--- src/rtl/upstack_pkg.sv ---
package upstack_pkg;

    typedef enum logic [1:0] {
        OP_IDLE = 2'd0,
        OP_PUSH = 2'd1,
        OP_POP  = 2'd2,
        OP_LOAD = 2'd3
    } stack_op_e;

endpackage

--- src/rtl/upstack_arb.sv ---
module upstack_arb
    import upstack_pkg::*;
(
    input  logic      push_req,
    input  logic      pop_req,
    input  logic      ptr_wr,
    output stack_op_e op
);
    // Priority: pointer load, then push, then pop.
    always_comb begin
        if (ptr_wr)        op = OP_LOAD;
        else if (push_req) op = OP_PUSH;
        else if (pop_req)  op = OP_POP;
        else               op = OP_IDLE;
    end
endmodule

--- src/rtl/upstack_ptr.sv ---
module upstack_ptr
    import upstack_pkg::*;
#(
    parameter int                 PTR_W     = 8,
    parameter int                 RAM_DEPTH = 128,
    parameter logic [PTR_W-1:0]   RESET_PTR = 8'h07,
    localparam int                AW        = $clog2(RAM_DEPTH)
) (
    input  logic             clk,
    input  logic             rst_n,
    input  stack_op_e        op,
    input  logic [PTR_W-1:0] load_val,
    output logic [PTR_W-1:0] ptr,
    output logic             wr_en,
    output logic [AW-1:0]    wr_addr,
    output logic [AW-1:0]    rd_addr,
    output logic             rd_ok
);
    localparam logic [PTR_W:0] DEPTH_L = RAM_DEPTH[PTR_W:0];

    typedef struct packed {
        logic [PTR_W-1:0] ptr;
    } ptr_state_t;

    ptr_state_t st_d, st_q;
    logic [PTR_W-1:0] inc_ptr;

    always_comb begin
        st_d    = st_q;
        inc_ptr = st_q.ptr + 1'b1;
        wr_en   = 1'b0;
        wr_addr = inc_ptr[AW-1:0];
        rd_addr = st_q.ptr[AW-1:0];
        rd_ok   = ({1'b0, st_q.ptr} < DEPTH_L);
        unique case (op)
            OP_LOAD: st_d.ptr = load_val;
            OP_PUSH: begin
                st_d.ptr = inc_ptr;
                wr_en    = ({1'b0, inc_ptr} < DEPTH_L);
            end
            OP_POP:  st_d.ptr = st_q.ptr - 1'b1;
            default: ;
        endcase
    end

    always_ff @(posedge clk or negedge rst_n) begin
        if (!rst_n) st_q.ptr <= RESET_PTR;
        else        st_q     <= st_d;
    end

    assign ptr = st_q.ptr;
endmodule

--- src/rtl/upstack_ram.sv ---
module upstack_ram #(
    parameter int  DATA_W    = 8,
    parameter int  RAM_DEPTH = 128,
    localparam int AW        = $clog2(RAM_DEPTH)
) (
    input  logic              clk,
    input  logic              rst_n,
    input  logic              we,
    input  logic [AW-1:0]     waddr,
    input  logic [DATA_W-1:0] wdata,
    input  logic [AW-1:0]     raddr,
    output logic [DATA_W-1:0] rdata
);
    logic [DATA_W-1:0] mem_d [RAM_DEPTH];
    logic [DATA_W-1:0] mem_q [RAM_DEPTH];

    always_comb begin
        mem_d = mem_q;
        if (we) mem_d[waddr] = wdata;
    end

    always_ff @(posedge clk or negedge rst_n) begin
        if (!rst_n) begin
            for (int i = 0; i < RAM_DEPTH; i++) mem_q[i] <= '0;
        end else begin
            mem_q <= mem_d;
        end
    end

    assign rdata = mem_q[raddr];
endmodule

--- src/rtl/upstack_ctrl.sv ---
module upstack_ctrl
    import upstack_pkg::*;
#(
    parameter int                PTR_W     = 8,
    parameter int                DATA_W    = 8,
    parameter int                RAM_DEPTH = 128,
    parameter logic [PTR_W-1:0]  RESET_PTR = 8'h07
) (
    input  logic              clk,
    input  logic              rst_n,
    input  logic              push_req,
    input  logic [DATA_W-1:0] push_data,
    input  logic              pop_req,
    output logic [DATA_W-1:0] pop_data,
    output logic              pop_valid,
    input  logic              ptr_wr,
    input  logic [PTR_W-1:0]  ptr_wdata,
    output logic [PTR_W-1:0]  ptr_rdata
);
    localparam int AW = $clog2(RAM_DEPTH);

    typedef struct packed {
        logic [DATA_W-1:0] data;
        logic              valid;
    } pop_out_t;

    stack_op_e         op;
    logic              wr_en;
    logic [AW-1:0]     wr_addr;
    logic [AW-1:0]     rd_addr;
    logic              rd_ok;
    logic [DATA_W-1:0] rd_data;
    pop_out_t          out_d, out_q;

    upstack_arb arb_i (
        .push_req (push_req),
        .pop_req  (pop_req),
        .ptr_wr   (ptr_wr),
        .op       (op)
    );

    upstack_ptr #(
        .PTR_W     (PTR_W),
        .RAM_DEPTH (RAM_DEPTH),
        .RESET_PTR (RESET_PTR)
    ) ptr_i (
        .clk      (clk),
        .rst_n    (rst_n),
        .op       (op),
        .load_val (ptr_wdata),
        .ptr      (ptr_rdata),
        .wr_en    (wr_en),
        .wr_addr  (wr_addr),
        .rd_addr  (rd_addr),
        .rd_ok    (rd_ok)
    );

    upstack_ram #(
        .DATA_W    (DATA_W),
        .RAM_DEPTH (RAM_DEPTH)
    ) ram_i (
        .clk   (clk),
        .rst_n (rst_n),
        .we    (wr_en),
        .waddr (wr_addr),
        .wdata (push_data),
        .raddr (rd_addr),
        .rdata (rd_data)
    );

    always_comb begin
        out_d       = out_q;
        out_d.valid = 1'b0;
        if (op == OP_POP) begin
            out_d.valid = 1'b1;
            out_d.data  = rd_ok ? rd_data : '0;
        end
    end

    always_ff @(posedge clk or negedge rst_n) begin
        if (!rst_n) out_q <= '0;
        else        out_q <= out_d;
    end

    assign pop_data  = out_q.data;
    assign pop_valid = out_q.valid;
endmodule

--- config.mk ---
export PLATFORM = sky130hd
export DESIGN_NAME = upstack_ctrl
export DESIGN_NICKNAME = d
export VERILOG_FILES = /design/src/rtl/upstack_pkg.sv /design/src/rtl/upstack_arb.sv /design/src/rtl/upstack_ptr.sv /design/src/rtl/upstack_ram.sv /design/src/rtl/upstack_ctrl.sv
export SDC_FILE = /design/constraint.sdc
export NUM_CORES = 2
export LEC_CHECK = 0
export ABC_AREA = 0
export BUFFER_PORTS_ARGS = -buffer_cell sky130_fd_sc_hd__buf_2
export CORE_UTILIZATION = 50
export CTS_CLUSTER_SIZE = 28
export DETAILED_ROUTE_END_ITERATION = 8
export PLACE_DENSITY = 0.7
export SLEW_MARGIN = 20
export SYNTH_ARGS = -nofsm -noshare
export SYNTH_HDL_FRONTEND = slang
export SYNTH_SLANG_ARGS = --single-unit
export TNS_END_PERCENT = 100
--- constraint.sdc ---
create_clock -name clk -period 3.2 [get_ports clk]
set_input_delay 0.32 -clock clk [delete_from_list [all_inputs] [get_ports clk]]
set_output_delay 0.32 -clock clk [all_outputs]
set_load 0.02 [all_outputs]
# After elaboration in Yosys (flattened, before gate mapping)
# Index checks and enable logic that the tools add are counted.
dict set report totals {
  ff_bits 1041
  output_inout_bits 17
  inputBits 21
  elab_cells 158
}
dict set report op_classes {
  order_cmp 5
  add_sub_neg 2
  eq_ne 3
  muxes 13
  reduce_logical 2
  bitwise 2
}
# op count
set ops {}
lappend ops {{1024-bit bitwise mux} 1}
lappend ops {{8-bit binary-select mux with 7-bit select} 1}
lappend ops {{8-bit demux with 7-bit select} 1}
lappend ops {{8-bit two-way mux} 4}
lappend ops {{8-bit one-hot mux with 3 select lines} 1}
lappend ops {{8-bit >= comparator, second input constant} 2}
lappend ops {{8-bit less-than comparator, second input constant} 2}
lappend ops {{7-bit inverter with 8-bit output} 2}
lappend ops {{8-bit by 1-bit adder with 8-bit output, second input constant} 1}
lappend ops {{8-bit by 1-bit less-than comparator with 1-bit output, second input constant} 1}
lappend ops {{8-bit by 1-bit subtractor with 8-bit output, second input constant} 1}
lappend ops {{2-bit two-way mux} 3}
lappend ops {{2-bit equality test, second input constant} 2}
lappend ops {{3-bit nonzero test} 1}
lappend ops {{2-bit by 1-bit equality test with 1-bit output, second input constant} 1}
lappend ops {{1-bit two-way mux} 2}
lappend ops {{1-bit logical AND} 1}

# Depth between registers and ports, before layout
dict set report logic_depth {
  word_depth 7
  depth_mapped 11
}

# By module
# Synthesis repeated with hierarchy kept, for this count alone.
dict set report unflattened {
  cells_unflattened 2934
  area_unflattened_um2 47748.3
}
# mod cells_each seq_area_each_um2 n_inst area_per_inst_um2
set modules_own_cells {}
lappend modules_own_cells {upstack_ram 2782 25624.6 1 46464.6}
lappend modules_own_cells {upstack_ptr 113 203.9 1 870.8}
lappend modules_own_cells {upstack_ctrl 36 225.2 1 395.4}
lappend modules_own_cells {upstack_arb 3 0.0 1 17.5}

# Least setup slack after synthesis
# No wires, ideal clock.
dict set report synth_timing {
  path_type {reg2reg}
  start {register ptr_i.ptr[0] (netlist name)}
  end {register ram_i.mem_q[192] in the netlist's numbering}
  setup_time_ns 0.125
  path_buffers 3
  stages_incl_launch_ff 9
  path_slack_ns 0.306
  required_time_ns 3.075
  arrival_ns 2.769
  cell_sequence {dfstp_2 buf_4 inv_2 ha_1 clkbuf_1 nand3_1 buf_2 nor4_4 mux2_2}
}
dict set report synth_between {
  elab_chain_cells 7
  elab_cells_between_ends 10
  cone_classes {add/sub: 1; order compare: 3; mux: 4; bitwise: 1; reduce/logical: 1}
}
# item line_no
set synth_lines {}
lappend synth_lines {{8-bit by 1-bit adder with 8-bit output *} upstack_ptr.sv:30} ;# inc_ptr = st_q.ptr + 1'b1;
lappend synth_lines {{7-bit inverter with 8-bit output (implied by the code)} upstack_ram.sv:19} ;# if (we) mem_d[waddr] = wdata;
lappend synth_lines {{8-bit >= comparator (implied by the code) or 8-bit by 1-bit less-than comparator with 1-bit output (tied branches)} upstack_ram.sv:19}
lappend synth_lines {{1-bit logical AND (implied by the code)} upstack_ram.sv:19}
lappend synth_lines {{8-bit two-way mux (implied by the code)} upstack_ram.sv:19}
lappend synth_lines {{8-bit demux with 7-bit select} upstack_ram.sv:19}
lappend synth_lines {{1024-bit bitwise mux} upstack_ram.sv:19}
lappend synth_lines {{end signal, assigned} upstack_ram.sv:26} ;# mem_q <= mem_d;
lappend synth_lines {{end, declared} upstack_ram.sv:15} ;# logic [DATA_W-1:0] mem_q [RAM_DEPTH];
# Mark *: on every way between the ends. The rest lies on a longest branch, timed or not.
# A chain may end at the register's enable or synchronous reset.

# Final worst setup path
dict set report layout_timing {
  start {register ptr_i.ptr[0] (netlist name)}
  end {register out_q, in the netlist pop_data[5]}
}
dict set report layout_between {
  elab_chain_cells 5
  elab_cells_between_ends 6
  cone_classes {order compare: 1; mux: 4; bitwise: 1}
}
# item line_no
set layout_lines {}
lappend layout_lines {{7-bit inverter with 8-bit output (implied by the code)} upstack_ram.sv:30} ;# assign rdata = mem_q[raddr];
lappend layout_lines {{8-bit binary-select mux with 7-bit select} upstack_ram.sv:30}
lappend layout_lines {{8-bit two-way mux (implied by the code) (2 in series)} upstack_ram.sv:30}
lappend layout_lines {{8-bit two-way mux *} upstack_ctrl.sv:76} ;# out_d.data = rd_ok ? rd_data : '0;
lappend layout_lines {{end signal, assigned} upstack_ctrl.sv:82} ;# else out_q <= out_d;
lappend layout_lines {{end, declared} upstack_ctrl.sv:33} ;# pop_out_t out_d, out_q;
# Mark *: on every way between the ends. The rest lies on a longest branch, timed or not. The select of a mux whose other input is x is not followed.

==> impl_metrics.py <==
metrics = {
    "run_status": {
        "status": "finished clean",
    },
    "floorplan": {
        "core_sq_um": 95600,
        "io_pins": 38,
        "start_util_pct": 50.8,
        "die_h_um": 314,
        "die_x_um": 314,
        "dieArea_sq_um": 98300,
        "rows": 113,
    },
    "critical_path": {
        "critPathBufInv": 2,
        "path_delay_family": "compound AO/OA/AOI/OAI gates",
        "cpMostUsedCell": "buf_12",
        "rr_startpoint": "ptr_i.ptr[0]",
        "reg2reg_depth": 8,
        "end_kind": "flip-flop",
        "worst_ep_required_time_ns": 3.76,
        "cp_max_fo": 15,
        "startpoint_type": "flip-flop",
        "crit_type": "flip-flop to flip-flop",
        "path_cells": "buf_12 -> buf_12 -> mux4_2 -> a22o_1 -> a211oi_1 -> a21oi_1 -> a221oi_1 -> a32oi_1",
        "cp_data_arrival_time_ns": 3.72,
        "crit_path_start": "ptr_i.ptr[0]",
        "crit_cells": 8,
        "crit_slowest_cell": "dfstp_4",
        "critical_path.max_stage_delay_ns": 0.70,
    },
    "cells_and_area": {
        "final_core_util_pct": 58.1,
        "ff_latch_area_sq_um": 26100,
        "syn_to_final_growth_pct": 14.4,
        "fin_cells": 4735,
        "drive_above_1_share_pct": 53.8,
        "final_nets": 3403,
        "fillCellCount": 7384,
        "multi_input_area_sq_um": 21500,
    },
    "sta": {
        "fmax_mhz": 316,
        "worstMarginPinSlew_ns": 1.01,
        "hold_violations": 0,
        "finClkSkew_ns": 0.0306,
        "drv_slew": 0,
        "period_minus_slack_ns": 3.16,
        "fin_crit_sh_pct": 98.8,
        "relSlewSlack_pct": 32.7,
        "rsz0062_at_grt": "yes",
        "finalSetupViolations": 0,
    },
    "min_path": {
        "hp-class": "input pin to flip-flop",
        "hp-start": "ptr_wdata[7]",
        "min_path_cells": 3,
    },
    "routing": {
        "via_count": 29863,
        "via_per_inst": 6.31,
        "wl_met2_um": 62900,
        "wl_met3_um": 9880,
        "wl_met1_um": 57200,
        "wire_per_inst_um": 28.3,
        "drc_errors": 0,
        "postRouteWirelength_um": 134000,
        "top_layer": "met5",
        "drt_iter0_markers": 2721,
        "antenna_left": 0,
        "firstDrtPassIters": 5,
    },
    "placement": {
        "portBuffers": 37,
        "dp.final_hpwl_um": 90400,
        "dp.cells": 4522,
        "gp_congestion": 0.940,
    },
    "flow_run": {
        "drv_cap": 0,
    },
    "clock_tree": {
        "cts_tree": "built",
        "path_clk_slew_ns": 0.06,
        "cts_root_buf": "clkbuf_16",
        "cts_max_level": 3,
        "numCtsBuffers": 110,
        "cts.sinks": 1041,
        "clk_latency_ns": 0.69,
        "clockBufferDepth": 3,
    },
    "global_route": {
        "grt_pass1_wl_um": 206000,
        "grt_max_degree": 151,
        "grt_overflow": 0,
        "grt_pass1_vias": 31676,
        "grtUsageTotal_pct": 27.8,
        "antenna_found_initial": 8,
    },
    "power_and_ir_drop": {
        "power_leakage_nw": 26.3,
        "power_frac_clock_pct": 37.9,
        "p_switching_mw": 8.89,
        "p_int_mw": 24.3,
        "p_per_area_nw_per_um2": 598,
        "comb_power_share_pct": 16.0,
        "power_mw": 33.2,
        "seqPwrFrac_pct": 46.1,
        "vdd_drop_max_mv": 0.418,
        "p_sw_share_pct": 26.8,
    },
    "yosys": {
        "synth_cell_types": 72,
        "synth_area_sq_um": 48500,
        "syn_area_per_cell_sq_um": 15.1,
        "synthSimpleGateAreaFrac_pct": 4.09,
        "synthAdderAreaFrac_pct": 0.0516,
        "syn-num-nets": 3240,
        "synth_seq_area_share_pct": 53.7,
        "postSynthCellCount": 3217,
        "synth_top_family_by_area": "multiplexers",
        "muxShareOfSynthArea_pct": 36.3,
        "synth-main-ff-cell": "dfrtp_1",
        "synth_seq_cells": 1041,
        "yosys_warnings": 0,
        "synth-compound-area-share_pct": 3.25,
        "async_flop_share_pct": 100,
        "synth_xor_area_share_pct": 0.255,
        "synth_edf_count": 0,
    },
}
[power by group through the flow]
stage               combinational (mW)  clock, mW  sequential (mW)
finish                            5.32       12.6             15.3
global route                      5.63       13.3             15.4
CTS                               5.29       12.7             15.3
detailed placement                5.25          0             15.5
global placement                  5.09          0             15.4
floorplan                         3.39          0             15.2
[worst register-to-register path: stages (launching register included)]
cell      delay (ns)
dfstp_4         0.70
buf_12          0.16
buf_12          0.18
mux4_2          0.58
a22o_1          0.27
a211oi_1        0.46
a21oi_1         0.22
a221oi_1        0.36
a32oi_1         0.10
[sequential cells by signal (all words and copies together) (netlist names)]
name	cells
ram_i.mem_q	1024
pop_data	8
ptr_i.ptr	8
pop_valid	1
[area by class of cell]
type | count | share of cell area, %
Timing Repair Buffer | 302 | 5.02
Sequential cell | 1041 | 47.0
Antenna cell | 3 | 0.0135
Inverter | 6 | 0.0406
Clock inverter | 31 | 0.550
Clock buffer | 168 | 5.86
Multi-Input combinational cell | 1919 | 38.7
Tap cell | 1265 | 2.85
[worst paths after layout]
path	to	slack, ns
min	ptr_i.ptr[7]	0.08
max reg2reg	pop_data[5]	0.04
min in group asynchronous	ram_i.mem_q[185]	0.13
max in group asynchronous	ptr_i.ptr[3]	1.81
min reg2reg	ram_i.mem_q[154]	0.49
max	pop_data[5]	0.04
[synth_stat cells, drive strengths merged (10+ instances only)]
cell / number / area [sq um]
nor2b: 10 / 62.6
clkbuf: 163 / 612
nand2: 97 / 437
a221oi: 16 / 140
a22oi: 19 / 143
a211oi: 17 / 128
dfrtp: 1038 / 26000
o221ai: 25 / 219
a21oi: 50 / 250
o21ai: 18 / 90.1
a22o: 12 / 105
nor2: 100 / 643
and2: 10 / 62.6
mux2i: 126 / 1260
mux4: 207 / 4660
nor4: 12 / 165
or3: 11 / 68.8
o22ai: 25 / 156
buf: 88 / 497
nand3: 21 / 173
nor3: 18 / 131
mux2: 1037 / 11700
[cell families (layout without fill, tap and decap cells)]
group           Yosys count  count (layout)
compound gates          222             222
xor+xnor                 12              12
fa+ha+maj                 2               2
buf+inv                 257             507
flops                  1041            1041
mux                    1370            1370
other cells               0               3
simple gates            313             313
[through the flow]
step | TNS, ns | instance area, sq um | worst slack (ns) | hold WS [ns]
2_1_floorplan | 0 | 48500 | 0.306 | 0.0244
3_3_place_gp | -0.602 | 51700 | -0.0396 | 0.238
3_5_place_dp | -2.44 | 51700 | -0.0865 | 0.246
4_1_cts | -1.94 | 55300 | -0.0576 | 0.0341
5_1_grt | -1.78 | 55500 | -0.0870 | 0.0899
6_report | 0 | 55500 | 0.0394 | 0.0807
[routing by layer]
layer  track usage, %  vias to the layer above
met1             39.6                    16133
met5                0                        -
li1                 -                    12321
met2             42.7                     1133
met3             5.47                      268
met4             9.96                        8
[cells in the final DEF (no fill, tap or decap), types with 10 or more instances in the layout]
cell       count
a21oi_1       48
clkbuf_1      32
buf_4        221
nor2_1        24
clkinv_2      18
a211oi_1      16
o22ai_1       25
nand3_1       11
a22o_1        12
nand2_1       60
a221oi_1      14
nor3_1        11
clkbuf_8      24
dfrtp_1     1036
mux2_2      1023
mux2i_1      126
nand2_2       37
nor2_4        24
o221ai_1      25
buf_2         28
o21ai_0       18
or3_1         10
nor2_2        52
clkbuf_16    112
buf_12        45
mux4_2       207
a22oi_1       19
[timing repair]
item,in CTS,in global routing
hold buffers,7,0
pin swaps,0,4
resized for setup,5,26
setup buffers,0,4
setup endpoints to repair,149,465
endpoints found under the hold margin,234,0
(Power assumes the default switching activity.)
